## src/rtl/mcaa_pkg.sv

```systemverilog
package mcaa_pkg;
  typedef enum logic [2:0] {
    ST_IDLE,
    ST_WAIT,
    ST_MERGE,
    ST_RDWAIT,
    ST_ADD,
    ST_DONE
  } eng_state_t;
endpackage

```

## src/rtl/mcaa_fifo.sv

```systemverilog
module mcaa_fifo #(
  parameter int WIDTH = 8,
  parameter int DEPTH = 4
) (
  input  logic             clk,
  input  logic             rst,
  input  logic             push,
  input  logic [WIDTH-1:0] din,
  input  logic             pop,
  output logic [WIDTH-1:0] dout,
  output logic             full,
  output logic             empty
);
  localparam int PTR_W = (DEPTH > 1) ? $clog2(DEPTH) : 1;
  localparam int CNT_W = $clog2(DEPTH + 1);

  logic [WIDTH-1:0] store [DEPTH];
  logic [PTR_W-1:0] wptr, rptr;
  logic [CNT_W-1:0] count;

  assign full  = (count == CNT_W'(DEPTH));
  assign empty = (count == '0);
  assign dout  = store[rptr];

  // storage without reset so it maps onto distributed RAM
  always_ff @(posedge clk) begin
    if (push) store[wptr] <= din;
  end

  always_ff @(posedge clk) begin
    if (rst) begin
      wptr  <= '0;
      rptr  <= '0;
      count <= '0;
    end else begin
      if (push) wptr <= wptr + 1'b1;
      if (pop)  rptr <= rptr + 1'b1;
      if (push && !pop)      count <= count + 1'b1;
      else if (pop && !push) count <= count - 1'b1;
    end
  end
endmodule

```

## src/rtl/mcaa_ack_track.sv

```systemverilog
module mcaa_ack_track #(
  parameter int NCACHE = 3,
  parameter int DATA_W = 16
) (
  input  logic                     clk,
  input  logic                     rst,
  input  logic                     start,
  input  logic [NCACHE-1:0]        start_mask,
  input  logic [NCACHE-1:0]        ack_valid,
  input  logic [NCACHE-1:0]        ack_dirty,
  input  logic [NCACHE*DATA_W-1:0] ack_data,
  output logic                     done,
  output logic                     dirty_now,
  output logic [DATA_W-1:0]        wb_now
);
  logic [NCACHE-1:0] pending, pend_next;
  logic              active, dirty_r;
  logic [DATA_W-1:0] wb_r;

  always_comb begin
    pend_next = pending & ~ack_valid;
    dirty_now = dirty_r;
    wb_now    = wb_r;
    for (int i = 0; i < NCACHE; i++) begin
      if (ack_valid[i] && pending[i] && ack_dirty[i]) begin
        dirty_now = 1'b1;
        wb_now    = ack_data[i*DATA_W +: DATA_W];
      end
    end
    done = active && (pend_next == '0);
  end

  always_ff @(posedge clk) begin
    if (rst) begin
      pending <= '0;
      active  <= 1'b0;
      dirty_r <= 1'b0;
      wb_r    <= '0;
    end else if (start) begin
      pending <= start_mask;
      active  <= 1'b1;
      dirty_r <= 1'b0;
    end else begin
      pending <= pend_next;
      dirty_r <= dirty_now;
      wb_r    <= wb_now;
      if (done) active <= 1'b0;
    end
  end
endmodule

```

## src/rtl/mcaa_engine.sv

```systemverilog
module mcaa_engine
  import mcaa_pkg::*;
#(
  parameter int ADDR_W = 4,
  parameter int DATA_W = 16,
  parameter int TAG_W  = 4,
  parameter int NCACHE = 3,
  parameter int SRC_W  = 2
) (
  input  logic              clk,
  input  logic              rst,
  input  logic              empty,
  input  logic [ADDR_W-1:0] head_addr,
  input  logic [DATA_W-1:0] head_op,
  input  logic [TAG_W-1:0]  head_tag,
  input  logic [SRC_W-1:0]  head_src,
  output logic              pop,
  output logic [NCACHE-1:0] trk_mask,
  input  logic              trk_done,
  input  logic              trk_dirty,
  input  logic [DATA_W-1:0] trk_wb,
  output logic              inv_valid,
  output logic [NCACHE-1:0] inv_mask,
  output logic [ADDR_W-1:0] cur_addr,
  output logic              mem_rd_en,
  output logic              mem_wr_en,
  output logic [DATA_W-1:0] mem_wdata,
  input  logic [DATA_W-1:0] mem_rdata,
  output logic              rsp_valid,
  output logic [TAG_W-1:0]  rsp_tag,
  output logic [DATA_W-1:0] rsp_data
);
  localparam logic [NCACHE-1:0] ONE_HOT0 = NCACHE'(1);

  eng_state_t        state;
  logic [DATA_W-1:0] cur_op;
  logic [TAG_W-1:0]  cur_tag;

  assign pop      = (state == ST_IDLE) && !empty;
  assign trk_mask = ~(ONE_HOT0 << head_src);

  always_ff @(posedge clk) begin
    if (rst) begin
      state     <= ST_IDLE;
      inv_valid <= 1'b0;
      inv_mask  <= '0;
      cur_addr  <= '0;
      cur_op    <= '0;
      cur_tag   <= '0;
      mem_rd_en <= 1'b0;
      mem_wr_en <= 1'b0;
      mem_wdata <= '0;
      rsp_valid <= 1'b0;
      rsp_tag   <= '0;
      rsp_data  <= '0;
    end else begin
      inv_valid <= 1'b0;
      mem_rd_en <= 1'b0;
      mem_wr_en <= 1'b0;
      rsp_valid <= 1'b0;
      case (state)
        ST_IDLE: if (pop) begin
          cur_addr  <= head_addr;
          cur_op    <= head_op;
          cur_tag   <= head_tag;
          inv_valid <= 1'b1;
          inv_mask  <= trk_mask;
          state     <= ST_WAIT;
        end
        ST_WAIT: if (trk_done) begin
          if (trk_dirty) begin
            mem_wr_en <= 1'b1;
            mem_wdata <= trk_wb;
            state     <= ST_MERGE;
          end else begin
            mem_rd_en <= 1'b1;
            state     <= ST_RDWAIT;
          end
        end
        ST_MERGE: begin
          mem_rd_en <= 1'b1;
          state     <= ST_RDWAIT;
        end
        ST_RDWAIT: state <= ST_ADD;
        ST_ADD: begin
          mem_wr_en <= 1'b1;
          mem_wdata <= mem_rdata + cur_op;
          rsp_valid <= 1'b1;
          rsp_tag   <= cur_tag;
          rsp_data  <= mem_rdata;
          state     <= ST_DONE;
        end
        ST_DONE: state <= ST_IDLE;
        default: state <= ST_IDLE;
      endcase
    end
  end
endmodule

```

## src/rtl/mc_atomic_add.sv

```systemverilog
module mc_atomic_add #(
  parameter int ADDR_W = 4,
  parameter int DATA_W = 16,
  parameter int TAG_W  = 4,
  parameter int NCACHE = 3,
  parameter int DEPTH  = 4
) (
  input  logic                       clk,
  input  logic                       rst,
  input  logic                       req_valid,
  output logic                       req_ready,
  input  logic [ADDR_W-1:0]          req_addr,
  input  logic [DATA_W-1:0]          req_operand,
  input  logic [TAG_W-1:0]           req_tag,
  input  logic [$clog2(NCACHE)-1:0]  req_src,
  output logic                       inv_valid,
  output logic [ADDR_W-1:0]          inv_addr,
  output logic [NCACHE-1:0]          inv_mask,
  input  logic [NCACHE-1:0]          ack_valid,
  input  logic [NCACHE-1:0]          ack_dirty,
  input  logic [NCACHE*DATA_W-1:0]   ack_data,
  output logic                       mem_rd_en,
  output logic                       mem_wr_en,
  output logic [ADDR_W-1:0]          mem_addr,
  output logic [DATA_W-1:0]          mem_wdata,
  input  logic [DATA_W-1:0]          mem_rdata,
  output logic                       rsp_valid,
  output logic [TAG_W-1:0]           rsp_tag,
  output logic [DATA_W-1:0]          rsp_data
);
  localparam int SRC_W = $clog2(NCACHE);
  localparam int ENT_W = SRC_W + TAG_W + DATA_W + ADDR_W;

  logic              full, empty, pop, push;
  logic [ENT_W-1:0]  head;
  logic [NCACHE-1:0] trk_mask;
  logic              trk_done, trk_dirty;
  logic [DATA_W-1:0] trk_wb;
  logic [ADDR_W-1:0] cur_addr;

  assign req_ready = !full;
  assign push      = req_valid && req_ready;
  assign inv_addr  = cur_addr;
  assign mem_addr  = cur_addr;

  mcaa_fifo #(.WIDTH(ENT_W), .DEPTH(DEPTH)) u_fifo (
    .clk(clk), .rst(rst), .push(push),
    .din({req_src, req_tag, req_operand, req_addr}),
    .pop(pop), .dout(head), .full(full), .empty(empty)
  );

  mcaa_ack_track #(.NCACHE(NCACHE), .DATA_W(DATA_W)) u_track (
    .clk(clk), .rst(rst), .start(pop), .start_mask(trk_mask),
    .ack_valid(ack_valid), .ack_dirty(ack_dirty), .ack_data(ack_data),
    .done(trk_done), .dirty_now(trk_dirty), .wb_now(trk_wb)
  );

  mcaa_engine #(.ADDR_W(ADDR_W), .DATA_W(DATA_W), .TAG_W(TAG_W),
                .NCACHE(NCACHE), .SRC_W(SRC_W)) u_engine (
    .clk(clk), .rst(rst), .empty(empty),
    .head_addr(head[ADDR_W-1:0]),
    .head_op(head[ADDR_W +: DATA_W]),
    .head_tag(head[ADDR_W+DATA_W +: TAG_W]),
    .head_src(head[ENT_W-1 -: SRC_W]),
    .pop(pop), .trk_mask(trk_mask),
    .trk_done(trk_done), .trk_dirty(trk_dirty), .trk_wb(trk_wb),
    .inv_valid(inv_valid), .inv_mask(inv_mask), .cur_addr(cur_addr),
    .mem_rd_en(mem_rd_en), .mem_wr_en(mem_wr_en), .mem_wdata(mem_wdata),
    .mem_rdata(mem_rdata),
    .rsp_valid(rsp_valid), .rsp_tag(rsp_tag), .rsp_data(rsp_data)
  );
endmodule

```

## config.mk

```make
export PLATFORM = sky130hd
export DESIGN_NAME = mc_atomic_add
export DESIGN_NICKNAME = d
export VERILOG_FILES = /design/src/rtl/mcaa_pkg.sv /design/src/rtl/mcaa_fifo.sv /design/src/rtl/mcaa_ack_track.sv /design/src/rtl/mcaa_engine.sv /design/src/rtl/mc_atomic_add.sv
export SDC_FILE = /design/constraint.sdc
export NUM_CORES = 1
export LEC_CHECK = 0
export BUFFER_PORTS_ARGS = -buffer_cell sky130_fd_sc_hd__buf_4
export CAP_MARGIN = 20
export CORE_MARGIN = 2
export CORE_UTILIZATION = 50
export CTS_CLUSTER_DIAMETER = 50
export DETAILED_ROUTE_END_ITERATION = 6
export PLACE_DENSITY = 0.76
export SYNTH_ARGS = -nofsm -noshare
export SYNTH_HDL_FRONTEND = slang
export SYNTH_SLANG_ARGS = --single-unit
```

## constraint.sdc

```tcl
create_clock -name clk -period 3.4 [get_ports clk]
set_input_delay 0.68 -clock clk [delete_from_list [all_inputs] [get_ports clk]]
set_output_delay 0.68 -clock clk [all_outputs]
set_load 0.005 [all_outputs]
```

=== Word-level counts from Yosys, hierarchy flattened ===
Memories as Yosys holds them, arrays and structs flattened. A register that Yosys moved wholly into a read port is not among the register bits.
Cells that the tools add are included.

* Flip-flop bits (word level): 98
* Bits in writable memories: 104
* Input bits: 99
* Memories: 1

* Add/sub/neg operators: 5
* Equality and inequality tests: 8
* Shift-type cells: 1
* Mux-type cells: 30
* Bitwise logic cells: 4
* Reductions and logical operators: 26

{| class="wikitable"
|+ Memories
! memory !! words !! bits a word !! rd ports !! clocked after memory_dff !! write ports !! line !! RTL
|-
| u_fifo.store || 4 || 26 || 1 || 1 || 1 || mcaa_fifo.sv:17 || <nowiki>logic [WIDTH-1:0] store [DEPTH];</nowiki>
|}

{| class="wikitable"
|+ Operators by type and width
! operator !! number
|-
| $mux 16 || 5
|-
| $pmux 16 s2 || 1
|-
| $add 16x16->16 || 1
|-
| $mux 3 || 5
|-
| $pmux 3 s5 || 1
|-
| $mux 1 || 14
|-
| $logic_and 1x1->1 || 11
|-
| $logic_not 3->1 || 3
|-
| $eq 3x2->1 const B || 2
|-
| $eq 3x3->1 const B || 2
|-
| $ne 2x2->1 const B || 3
|-
| $not 3->3 || 2
|-
| $reduce_bool 2->1 || 3
|-
| $add 2x1->2 const B || 2
|-
| $logic_not 1->1 || 4
|-
| $mux 2 || 2
|-
| $pmux 1 s2 || 2
|-
| $reduce_and 2->1 || 2
|-
| $reduce_or 2->1 || 2
|-
| $add 3x1->3 const B || 1
|-
| $and 3x3->3 || 1
|-
| $eq 3x1->1 const B || 1
|-
| $reduce_and 3->1 || 1
|-
| $shl 1x2->3 const A || 1
|-
| 2 further kinds || 2
|}

=== Logic depth before layout (Yosys ltp) ===
* Word-level depth: 8
* Depth in mapped cells: 10
* Mapped depth without buffers: 9

=== By module ===
From an unflattened synthesis, not the netlist that was laid out.

* Cells, all modules: 807
* Area total of the unflattened synthesis: 9,127.5 um^2

{| class="wikitable"
|+ By module, submodules not included
! module !! times used !! cells each !! area an instance (um^2) !! sequential area each (um^2)
|-
| mcaa_fifo || 1 || 180 || 4,226.6 || 3,303.2
|-
| mcaa_engine || 1 || 417 || 3,380.7 || 1,401.3
|-
| mcaa_ack_track || 1 || 204 || 1,480.2 || 420.4
|-
| mc_atomic_add || 1 || 6 || 40.0 || 0.0
|}

=== Worst setup path before layout ===
No wires, ideal clock.

* Path type: input to register
* Start: input port mem_rdata[0]
* End: register u_engine.mem_wdata[14]
* Data arrival time: 2,435 ps
* Data required time: 3,297 ps
* Slack: 861 ps
* Stages: 8
* Buffers on the path: 0
* Cells stage by stage: ha_1 -> fa_1 -> a21oi_1 -> o21ai_1 -> a21o_1 -> a211o_1 -> mux2i_1 -> a2111oi_2

* Cells in the longest elaborated chain, start to end: 2

{| class="wikitable"
|+ RTL lines
! item !! line !! RTL
|-
| from (decl) || mc_atomic_add.sv:26 || <nowiki>input logic [DATA_W-1:0] mem_rdata,</nowiki>
|-
| $add 16x16->16 || mcaa_engine.sv:87 || <nowiki>mem_wdata <= mem_rdata + cur_op;</nowiki>
|-
| $pmux 16 s2 || mcaa_engine.sv:61 || <nowiki>case (state)</nowiki>
|-
| to (signal assigned) || mcaa_engine.sv:73 || <nowiki>mem_wdata <= trk_wb;</nowiki>
|-
| to (signal assigned) || mcaa_engine.sv:87 ||
|-
| to (decl) || mcaa_engine.sv:27 || <nowiki>output logic [DATA_W-1:0] mem_wdata,</nowiki>
|}

No other way between the ends.
A chain may end at the register's enable or synchronous reset.

=== Final worst setup path ===
Ends and elaborated chain as after synthesis.

==> metrics.yaml <==
sta:
  slew-limit-headroom_pct: 35.51
  fmaxAchievable_mhz: 438.0
  rsz0062_at_grt: "false"
  worst_slew_pin_slew_ns: 0.9638
  finalSetupViolCount: 0
  finalSetupTns_ns: 0
  post-route-period-util_pct: 67.15
  clock_skew_ns: 0.01074
  hold_viol: 0
  fin_crit_ns: 2.283
  hold_ws_ns: 0.3775
  slew_viol_final: 0
worst_setup_path:
  crit_fanout: 2
  crit_required_ns: 3.80
  r2r_end: "u_engine.mem_wdata[14]"
  ff2ff_setup_slack_ns: 1.12
  reg2regPathDepth: 8
  cp.arrival_ns: 2.68
  critPathLaunchType: "input pin"
  endpoint_kind: "flip-flop"
  reg2reg_from: "u_engine.cur_op[0]"
  crit_type: "in2reg"
placed_design:
  io_buffers: 150
  place_inst: 1061
  hpwl_microns: 13300
  place_congestion: 0.8652
  place_area_sq_um: 9898
logic_synthesis:
  synthCells: 724
  synth_area_per_cell_sq_um: 11.85
  ys.warnings.count: 0
  synthArstFlopShare_pct: 0
  synthTopCellsByArea: "edfxtp_1 (36%), dfxtp_1 (23%), mux4_2 (6.8%)"
  yosysTopAreaCellShare_pct: 36.40
  synth-edff-count: 104
  synth_common_cells: "nand2_1 (121), edfxtp_1 (104), dfxtp_1 (100)"
  synthMostInstantiatedCell: "nand2_1"
  ys.flop_type: "edfxtp_1"
  synthesis.nets: 845
  ys_ff_latch: 204
  netlist_area_sq_um: 8581
  yosysTopAreaCell: "edfxtp_1"
  ys_types: 54
  ys_seq_area_share_pct: 59.73
grt:
  grt_pass1_wl_microns: 30430
  first_global_vias: 5923
  grt-ovfl-total: 0
  grt_max_degree: 52
  antenna_found_initial: 0
  grt_usage_pct: 21.10
clock_tree:
  cts_max_path_buffers: 3
  clock_sinks: 204
  cts_buffers: 23
  path_clk_slew_ns: 0.06
  cts_root_buf: "clkbuf_16"
  cts_hold_buffers: 0
  post_cts_resized: 0
  clkLatencyLatePin_ns: 0.50
  cts-htree-levels: 1
  cts_tree: "done"
  post-cts-setup-buffer-count: 0
routing:
  drt_pre_antenna_iters: 7
  drt_iter0_drc: 356
  ant_nets: 0
  totalWireLength_microns: 19450
  drc: 5
  vias_per_cell: 5.473
  vias: 6037
  avgRoutedWirePerCell_microns: 17.63
pwr:
  ir_drop_v: 0.0004371
  p_leak_nw: 4.119
  p_total_w: 0.007856
  power_density_nw_per_um2: 739.0
cells_and_area:
  area_delta_synth_final_pct: 23.88
  fin_area_sq_um: 10630
  nets: 987
  fillers: 1313
  finalNonFillerCells: 1103
  drive_above_1_share_pct: 27.18
  diodes: 0
floorplanning:
  io_pins: 151
  coreArea_sq_um: 16700
  die_width_microns: 135
  dieArea_sq_um: 18230
  rows: 47
  initial_core_util_pct: 51.38
  die_h_microns: 135
job:
  max_cap_violations: 0
worst_hold_path:
  hold_depth: 1
  hp-class: "in2reg"
  worstHoldEndpoint: "u_fifo.store[1][0]"
  worstHoldStart: "req_addr[0]"
outcome:
  violations: "design-rule violations"
  outcome: "finished, violations left"
[where the power goes]
group	internal, W	switching, W	leakage (nW)	total [W]
combinational	0.00100	0.00128	1.99	0.00228
sequential	0.00299	0.000246	1.77	0.00324
clock	0.00140	0.000938	0.364	0.00234
total	0.00539	0.00246	4.12	0.00786
[logic make-up after synthesis]
kind of cell	Yosys count	share of synthesized area, %
AOI/OAI and AO/OA	163	12.09
xor gates and xnor gates	12	1.225
adders and majority gates	22	3.383
buffers and inverters	60	2.887
DFF	204	59.73
muxes	48	9.493
and+or+nand+nor	215	11.20
[area by class of cell]
type                            count  area [sq um]  share of cell area (%)
Timing Repair Buffer              164          1231                   11.58
Sequential cell                   204          5126                   48.22
Inverter                           13         48.80                  0.4590
Tap cell                          220         275.3                   2.589
Clock inverter                      6         45.04                  0.4237
Clock buffer                       36         686.9                   6.462
Multi-Input combinational cell    460          3217                   30.26
[cells in the final DEF, fill, tap and decap left out, drive strengths merged, types with 3 or more instances in the layout]
master,n
xor2,4
edfxtp,104
a22o,5
a21o,3
a222oi,7
a22oi,13
nand3b,3
ha,20
nand2b,9
a31oi,3
and2,3
mux2,7
clkbuf,36
o21ai,22
buf,164
clkinv,3
nand2,121
nand4,4
a21oi,73
o211ai,10
or3,3
mux2i,15
nand3,7
mux4,26
o21bai,3
o21a,3
nor2,42
o221a,3
nor3,9
a211oi,8
xnor2,8
dfxtp,100
and3,8
inv,16
[state kept, by name, indices dropped and copies added, names as in the netlist, named ones only]
name	count
u_fifo.store	104
u_engine.cur_op	16
u_engine.mem_wdata	16
u_engine.rsp_data	16
u_track.wb_r	16
u_engine.cur_addr	4
u_engine.cur_tag	4
u_engine.rsp_tag	4
u_engine.inv_mask	3
u_engine.state	3
u_fifo.count	3
u_track.pending	3
u_fifo.rptr	2
u_fifo.wptr	2
u_engine.inv_valid	1
u_engine.mem_rd_en	1
u_engine.mem_wr_en	1
u_engine.rsp_valid	1
u_track.active	1
u_track.dirty_r	1
[worst max-delay path, stage by stage]
cell and delay [ns]:
buf_4 0.11, ha_1 0.22, fa_1 0.42, a21oi_1 0.19, o21ai_1 0.11, a21o_1 0.19
a211o_1 0.33, mux2i_1 0.14, a2111oi_2 0.28
[per-layer routing]
metal	up-vias	GRT usage (%)	wire, microns
met2	196	37.90	9582
met3	28	4.542	1516
met5	-	0	0
met1	2840	26.00	8050
met4	0	5.208	299
li1	2973	-	-
[through the flow]
step,setup slack (ns),util (%)
finish,1.117,63.65
global route,1.007,63.65
CTS,1.098,63.65
detailed placement,0.5973,59.27
global placement,0.6418,59.27
floorplan,0.8615,-
[how the worst max path moves through the flow]
stage	slack, ns	end	start
floorplan	0.86	u_engine.mem_wdata[14]	mem_rdata[0]
global placement	0.64	u_engine.mem_wdata[14]	mem_rdata[0]
detailed placement	0.60	u_engine.mem_wdata[14]	mem_rdata[0]
CTS	1.10	u_engine.mem_wdata[14]	u_engine.cur_op[0]
global route	1.01	u_fifo.count[2]	u_fifo.count[0]
finish	1.12	u_engine.mem_wdata[14]	mem_rdata[0]
Power figures use the tool's default switching activity.
